==> src/rtl/irq_gather_pkg.sv <==
package irq_gather_pkg;

    localparam int NUM_SRC    = 64;
    localparam int DATA_W     = 32;
    localparam int VEC_W      = 6;
    localparam int VEC_LSB    = DATA_W - VEC_W;
    localparam int EXT_FIRST  = 19;
    localparam int EXT_LAST   = 25;
    localparam int PORT_FIRST = 48;
    localparam int PORT_LAST  = 63;

    // sense register bits that are backed by storage
    localparam logic [DATA_W-1:0] SENSE_IMPL = 32'hFFFF_7F00;

    typedef enum logic [3:0] {
        RA_VECTOR  = 4'd0,
        RA_MASK_HI = 4'd1,
        RA_MASK_LO = 4'd2,
        RA_PEND_HI = 4'd3,
        RA_PEND_LO = 4'd4,
        RA_SENSE   = 4'd5
    } reg_addr_e;

    typedef enum logic [1:0] {
        GRP_RESERVED,
        GRP_LEVEL,
        GRP_EXT,
        GRP_PORT
    } sense_grp_e;

    typedef struct packed {
        logic       hi;
        logic [4:0] pos;
    } slot_t;

    // word/bit placement of a source number
    function automatic slot_t src_slot(input int s);
        slot_t r;
        if (s == 0) begin
            r.hi  = 1'b1;
            r.pos = 5'd0;
        end else if (s < 16) begin
            r.hi  = 1'b1;
            r.pos = 5'(16 - s);
        end else if (s < 32) begin
            r.hi  = 1'b0;
            r.pos = 5'(31 - s);
        end else if (s < 48) begin
            r.hi  = 1'b1;
            r.pos = 5'(63 - s);
        end else begin
            r.hi  = 1'b0;
            r.pos = 5'(s - 32);
        end
        return r;
    endfunction

    function automatic sense_grp_e src_group(input int s);
        if (s == 0)
            return GRP_RESERVED;
        else if (s >= EXT_FIRST && s <= EXT_LAST)
            return GRP_EXT;
        else if (s >= PORT_FIRST && s <= PORT_LAST)
            return GRP_PORT;
        else
            return GRP_LEVEL;
    endfunction

    // sense register bit controlling a configurable source
    function automatic int sense_pos(input int s);
        if (s >= EXT_FIRST && s <= EXT_LAST)
            return 33 - s;
        else if (s >= PORT_FIRST && s <= PORT_LAST)
            return s - 32;
        else
            return 0;
    endfunction

endpackage

==> src/rtl/irq_src_front.sv <==
module irq_src_front
    import irq_gather_pkg::*;
#(
    parameter int NSRC        = NUM_SRC,
    parameter int SYNC_STAGES = 2
) (
    input  logic              clk,
    input  logic              rst,
    input  logic [NSRC-1:0]   src_n,
    input  logic [DATA_W-1:0] sense,
    output logic [NSRC-1:0]   req
);

    logic [NSRC-1:0] sync_v;
    logic [NSRC-1:0] prev_v;
    logic [NSRC-1:0] fall_v;
    logic [NSRC-1:0] rise_v;

    for (genvar s = 0; s < NSRC; s++) begin : g_src
        localparam sense_grp_e GRP = src_group(s);
        localparam int         SP  = sense_pos(s);

        logic [SYNC_STAGES-1:0] chain_q;
        logic                   prev_q;

        always_ff @(posedge clk) begin
            if (rst) begin
                chain_q <= '1;
                prev_q  <= 1'b1;
            end else begin
                chain_q <= {chain_q[SYNC_STAGES-2:0], src_n[s]};
                prev_q  <= chain_q[SYNC_STAGES-1];
            end
        end

        assign sync_v[s] = chain_q[SYNC_STAGES-1];
        assign prev_v[s] = prev_q;
        assign fall_v[s] = prev_q & ~chain_q[SYNC_STAGES-1];
        assign rise_v[s] = ~prev_q & chain_q[SYNC_STAGES-1];

        if (GRP == GRP_RESERVED) begin : g_rsv
            assign req[s] = 1'b0;
        end else if (GRP == GRP_EXT) begin : g_ext
            assign req[s] = sense[SP] ? fall_v[s] : ~sync_v[s];
        end else if (GRP == GRP_PORT) begin : g_port
            assign req[s] = sense[SP] ? fall_v[s] : (fall_v[s] | rise_v[s]);
        end else begin : g_lvl
            assign req[s] = ~sync_v[s];
        end
    end

    logic unused_front;
    assign unused_front = ^{sync_v, prev_v, fall_v, rise_v, sense};

endmodule

==> src/rtl/irq_pend_bank.sv <==
module irq_pend_bank #(
    parameter int NSRC = 64
) (
    input  logic            clk,
    input  logic            rst,
    input  logic [NSRC-1:0] req,
    input  logic [NSRC-1:0] clr,
    output logic [NSRC-1:0] pend
);

    logic [NSRC-1:0] pend_q;

    // a new request overrides a simultaneous clear
    always_ff @(posedge clk) begin
        if (rst)
            pend_q <= '0;
        else
            pend_q <= (pend_q & ~clr) | req;
    end

    assign pend = pend_q;

endmodule

==> src/rtl/irq_prio_pick.sv <==
module irq_prio_pick #(
    parameter int NSRC  = 64,
    parameter int IDX_W = $clog2(NSRC)
) (
    input  logic [NSRC-1:0]  active,
    output logic [IDX_W-1:0] idx,
    output logic             vld
);

    // lowest index wins: scan downward, last hit stays
    always_comb begin
        idx = '0;
        vld = 1'b0;
        for (int i = NSRC - 1; i >= 0; i--) begin
            if (active[i]) begin
                idx = IDX_W'(i);
                vld = 1'b1;
            end
        end
    end

endmodule

==> src/rtl/irq_gather64.sv <==
module irq_gather64
    import irq_gather_pkg::*;
#(
    parameter int ADDR_W      = 4,
    parameter int SYNC_STAGES = 2
) (
    input  logic              clk,
    input  logic              rst,
    input  logic [ADDR_W-1:0] bus_addr,
    input  logic              bus_we,
    input  logic [DATA_W-1:0] bus_wdata,
    output logic [DATA_W-1:0] bus_rdata,
    input  logic [NUM_SRC-1:0] src_n,
    output logic              irq
);

    localparam int IDX_W = $clog2(NUM_SRC);

    logic sel_vec, sel_mhi, sel_mlo, sel_phi, sel_plo, sel_sense;

    logic [NUM_SRC-1:0] mask_q;
    logic [NUM_SRC-1:0] pend_q;
    logic [NUM_SRC-1:0] req_v;
    logic [NUM_SRC-1:0] clr_v;
    logic [NUM_SRC-1:0] mwr_v;
    logic [NUM_SRC-1:0] wbit_v;

    logic [DATA_W-1:0] mask_hi_w, mask_lo_w, pend_hi_w, pend_lo_w;
    logic [DATA_W-1:0] sense_q;
    logic [DATA_W-1:0] vec_w;

    logic [IDX_W-1:0] win_idx;
    logic             win_vld;

    assign sel_vec   = (bus_addr == ADDR_W'(RA_VECTOR));
    assign sel_mhi   = (bus_addr == ADDR_W'(RA_MASK_HI));
    assign sel_mlo   = (bus_addr == ADDR_W'(RA_MASK_LO));
    assign sel_phi   = (bus_addr == ADDR_W'(RA_PEND_HI));
    assign sel_plo   = (bus_addr == ADDR_W'(RA_PEND_LO));
    assign sel_sense = (bus_addr == ADDR_W'(RA_SENSE));

    // per-source placement into the two register words
    for (genvar s = 0; s < NUM_SRC; s++) begin : g_map
        localparam slot_t SL = src_slot(s);

        assign wbit_v[s] = bus_wdata[SL.pos];

        if (SL.hi) begin : g_hi
            assign mask_hi_w[SL.pos] = mask_q[s];
            assign pend_hi_w[SL.pos] = pend_q[s];
            assign mwr_v[s]          = bus_we & sel_mhi;
            assign clr_v[s]          = bus_we & sel_phi & bus_wdata[SL.pos];
        end else begin : g_lo
            assign mask_lo_w[SL.pos] = mask_q[s];
            assign pend_lo_w[SL.pos] = pend_q[s];
            assign mwr_v[s]          = bus_we & sel_mlo;
            assign clr_v[s]          = bus_we & sel_plo & bus_wdata[SL.pos];
        end
    end

    always_ff @(posedge clk) begin
        if (rst) begin
            mask_q  <= '0;
            sense_q <= '0;
        end else begin
            mask_q <= (mask_q & ~mwr_v) | (mwr_v & wbit_v);
            if (bus_we && sel_sense)
                sense_q <= bus_wdata & SENSE_IMPL;
        end
    end

    irq_src_front #(
        .NSRC        (NUM_SRC),
        .SYNC_STAGES (SYNC_STAGES)
    ) u_front (
        .clk   (clk),
        .rst   (rst),
        .src_n (src_n),
        .sense (sense_q),
        .req   (req_v)
    );

    irq_pend_bank #(
        .NSRC (NUM_SRC)
    ) u_pend (
        .clk  (clk),
        .rst  (rst),
        .req  (req_v),
        .clr  (clr_v),
        .pend (pend_q)
    );

    irq_prio_pick #(
        .NSRC  (NUM_SRC),
        .IDX_W (IDX_W)
    ) u_pick (
        .active (pend_q & mask_q),
        .idx    (win_idx),
        .vld    (win_vld)
    );

    assign vec_w = win_vld ? {VEC_W'(win_idx), {VEC_LSB{1'b0}}} : '0;
    assign irq   = win_vld;

    always_comb begin
        bus_rdata = '0;
        if (sel_vec)   bus_rdata = vec_w;
        if (sel_mhi)   bus_rdata = mask_hi_w;
        if (sel_mlo)   bus_rdata = mask_lo_w;
        if (sel_phi)   bus_rdata = pend_hi_w;
        if (sel_plo)   bus_rdata = pend_lo_w;
        if (sel_sense) bus_rdata = sense_q;
    end

endmodule

==> config.mk <==
export PLATFORM = sky130hd
export DESIGN_NAME = irq_gather64
export DESIGN_NICKNAME = d
export VERILOG_FILES = /design/src/rtl/irq_gather_pkg.sv /design/src/rtl/irq_src_front.sv /design/src/rtl/irq_pend_bank.sv /design/src/rtl/irq_prio_pick.sv /design/src/rtl/irq_gather64.sv
export SDC_FILE = /design/constraint.sdc
export NUM_CORES = 1
export LEC_CHECK = 0
export ABC_AREA = 1
export BUFFER_PORTS_ARGS = -buffer_cell sky130_fd_sc_hd__buf_2
export CORE_AREA = 2 2 183 149
export CTS_BUF_LIST = sky130_fd_sc_hd__clkbuf_2 sky130_fd_sc_hd__clkbuf_4 sky130_fd_sc_hd__clkbuf_8
export DETAILED_ROUTE_END_ITERATION = 10
export DIE_AREA = 0 0 185 151
export GPL_TIMING_DRIVEN = 0
export SETUP_SLACK_MARGIN = 0.5
export SKIP_LAST_GASP = 1
export SLEW_MARGIN = 25
export SYNTH_ARGS = -nofsm -noshare
export SYNTH_HDL_FRONTEND = slang
export SYNTH_SLANG_ARGS = --single-unit
==> constraint.sdc <==
create_clock -name clk -period 4.1 [get_ports clk]
set_input_delay 0.41 -clock clk [delete_from_list [all_inputs] [get_ports clk]]
set_output_delay 0.41 -clock clk [all_outputs]
set_load 0.005 [all_outputs]
==> metrics <==
outcome=finished with violations; failing checks=setup timing; share of cells above drive strength 1=24.03%; Min-Delay Path Class=in2reg; synth-to-layout area growth=23.53%; Crit. End Element=output pin; grt ovf=0; main combinational cell family by area after synthesis=simple AND/OR/NAND/NOR gates; Yosys warnings=0; Bufs on Longest Clock Path=3; worst slew pin tran=801.3 ps; Placed Area=12710 um^2; Synth Area in Compound Gates=18.75%; Fin Setup TNS=-1408 ps; max incr delay on CP=450 ps; Lkg Pwr=6.409 nW; Finished Cell Area=14330 um^2; number of synthesized flops with an enable pin=0; Fin Hold WS=17.55 ps; DR iter-0 viols=947; RSZ-0062 raised after global routing=yes; Hold Path Stages=2; vias per cell=5.040; first-pass GRT wire length=54.12 mm; worst r2r src=u_front.g_src[48].chain_q[1]$_SDFF_PP1_; Avg Cell Area, Syn=8.077 um^2; drt drc=0; Period minus WS final=5198 ps; Post-Route M1 WL=17.64 mm; Ant. Diodes=0; Power Dens Cells=438.2 nW/um^2; CP max FO=3; Top cell by count, worst path=nand2_1; Max Freq=192.4 MHz; simple logic cell fraction of the synthesized area=20.76%; syn nets=1555; die width=185 um; mux share of post-synthesis cell area=0%; cts bufs inserted=48; Worst Hold Launch=src_n[8]; detailed placement HPWL=27.64 mm; initial antenna violation count=0; CTS sink count=300; Critical Path Source Type=register; total power draw=6.278 mW; vias in the first global route=9424; max layer used=met4; Max-cap violations=0; port buffer count=133; CP required=3690 ps; commonest non-fill, non-tap cell in the layout=dfxtp_1; initial core utilization=44.62%; IR drop worst, VDD=0.0002144 V; Setup WS pre-CTS=-550.7 ps; site row count=53; Fillers=2580; synthesized cell area=11600 um^2; CP Class=reg2out; Final ANT Viol Nets=0; Yosys cell types=34; worst r2r dst=u_pend.pend[48]$_SDFF_PP0_; sequential area share after synthesis=51.78%; post-synthesis cell count=1436; Vias=10380; H-tree Lvls=2; R2R cell count=4; clock-pin slew on the worst setup and hold paths=60 ps; largest net degree at the start of global routing=15; final slew viol count=0; WL met3=3.372 mm; Worst Clk Skew=32.03 ps; most frequent cells in the layout=297 x dfxtp_1, 223 x nand2_1, 178 x a21oi_1; crit path DAT=4790 ps; Wirelength per Cell=17.78 um; I/O pins=136; Clk Latency, worst-skew pair=580 ps; Primary FF master, synth=dfxtp_1; clock root cell=clkbuf_8; total track usage=26.04%; Async S/R FF share, synth=0%; FF+latch count, synth=300; drt pass-1 iters=7; Final Hold Vio Count=0; Setup-failing EPs final=2; Post-layout nets=1794; Core Area=25990 um^2; CTS tree=done; area share of fa/ha/maj cells after synthesis=1.726%; worst rel slew slack=46.58%; Crit-path slowest cell=dfxtp_1; metal2 WL=14.84 mm; die height=151 um; Final Cycle Share=126.8%; Post-Synth XOR/XNOR Area=0%; reg-to-reg slack, setup=2960 ps; WHS Endpoint=u_front.g_src[8].chain_q[0]$_SDFF_PP1_; Die Footprint=27940 um^2; Total Routed Length=36.60 mm; Final WS setup=-1098 ps; GPL Wtd Cong=0.9149
-- cells by family (layout without fill, tap and decap cells) --
group | count (synthesis) | in the layout
AO/OA/AOI/OAI | 411 | 411
adder cells (fa/ha/maj) | 16 | 16
buffers and inverters | 216 | 482
flip-flops | 300 | 300
AND/OR/NAND/NOR | 493 | 493
-- cell usage after synthesis (2+ instances only) --
cell       count  area share [%]
nor2_1        47             1.5
a21oi_1      178             7.7
nor3_1         3            0.13
o211ai_1       9            0.58
or2_2        126             6.8
a31oi_1        4            0.22
nand2_1      234             7.6
o22ai_1       17            0.92
o2111ai_1      2            0.15
ha_1          16             1.7
o221ai_1       8            0.60
dfxtp_1      300              52
nand2_2       35             1.9
clkbuf_1      72             2.3
inv_2          7            0.23
o21ai_1       13            0.56
inv_1        136             4.4
a41oi_1        3            0.23
nand4_1        2            0.11
nand3_1       31             1.3
nand2_4       11             1.1
o21ai_0      170             7.3
-- power by group --
part	switching (mW)	leakage [nW]	internal, mW
registers	0.0822	2.47	3.04
clock network	1.16	0.520	1.52
logic	0.276	3.42	0.200
-- per-stage QoR --
step,util (%),instances
floorplan,-,1436
global placement,48.91,1926
detailed placement,48.91,1926
CTS,54.88,2057
global route,55.12,2059
finish,55.12,2059
-- routing by layer --
layer | track usage [%] | vias up
li1 | - | 5166
met1 | 39.22 | 4750
met2 | 37.36 | 415
met3 | 5.410 | 47
met4 | 7.302 | 0
met5 | 0 | -
-- worst max path at each step --
| stage | startpoint | end | slack [ps] | cells after the start |
|---|---|---|---|---|
| 3_5_place_dp | u_pend.pend[62]$_SDFF_PP0_ | bus_rdata[26] | -550 | 68 |
| 2_1_floorplan | u_pend.pend[63]$_SDFF_PP0_ | bus_rdata[26] | 490 | 68 |
| 3_3_place_gp | u_pend.pend[62]$_SDFF_PP0_ | bus_rdata[26] | -580 | 68 |
| 5_1_grt | u_pend.pend[62]$_SDFF_PP0_ | bus_rdata[26] | -1750 | 68 |
| 6_report | u_pend.pend[60]$_SDFF_PP0_ | bus_rdata[26] | -1100 | 66 |
| 4_1_cts | u_pend.pend[62]$_SDFF_PP0_ | bus_rdata[26] | -1130 | 68 |
-- worst max-delay path: cells and delay by family, from the launching register on --
family / cells / cell delay, ps
flops: 1 / 450
buf+inv: 1 / 130
simple gates: 65 / 3630
-- layout make-up --
cell class	instances	area [um^2]	area share [%]
sequential	300	6012	41.96
inverter	144	540.5	3.773
multi-input combinational	920	4840	33.78
clock buffer	68	848.3	5.921
clock inverter	9	140.1	0.9781
timing repair buffer	189	1230	8.584
tap	357	446.7	3.118
buffer	72	270.3	1.886
-- timing repair --
item | CTS | global route
endpoints found under the hold margin | 54 | 1
buffers inserted | 0 | 1
pin swaps | 0 | 13
gates cloned | 0 | 0
resized for setup | 6 | 13
hold buffers | 54 | 1
setup endpoints to repair | 3 | 3
Note: power is estimated with default switching activity, not from simulation.
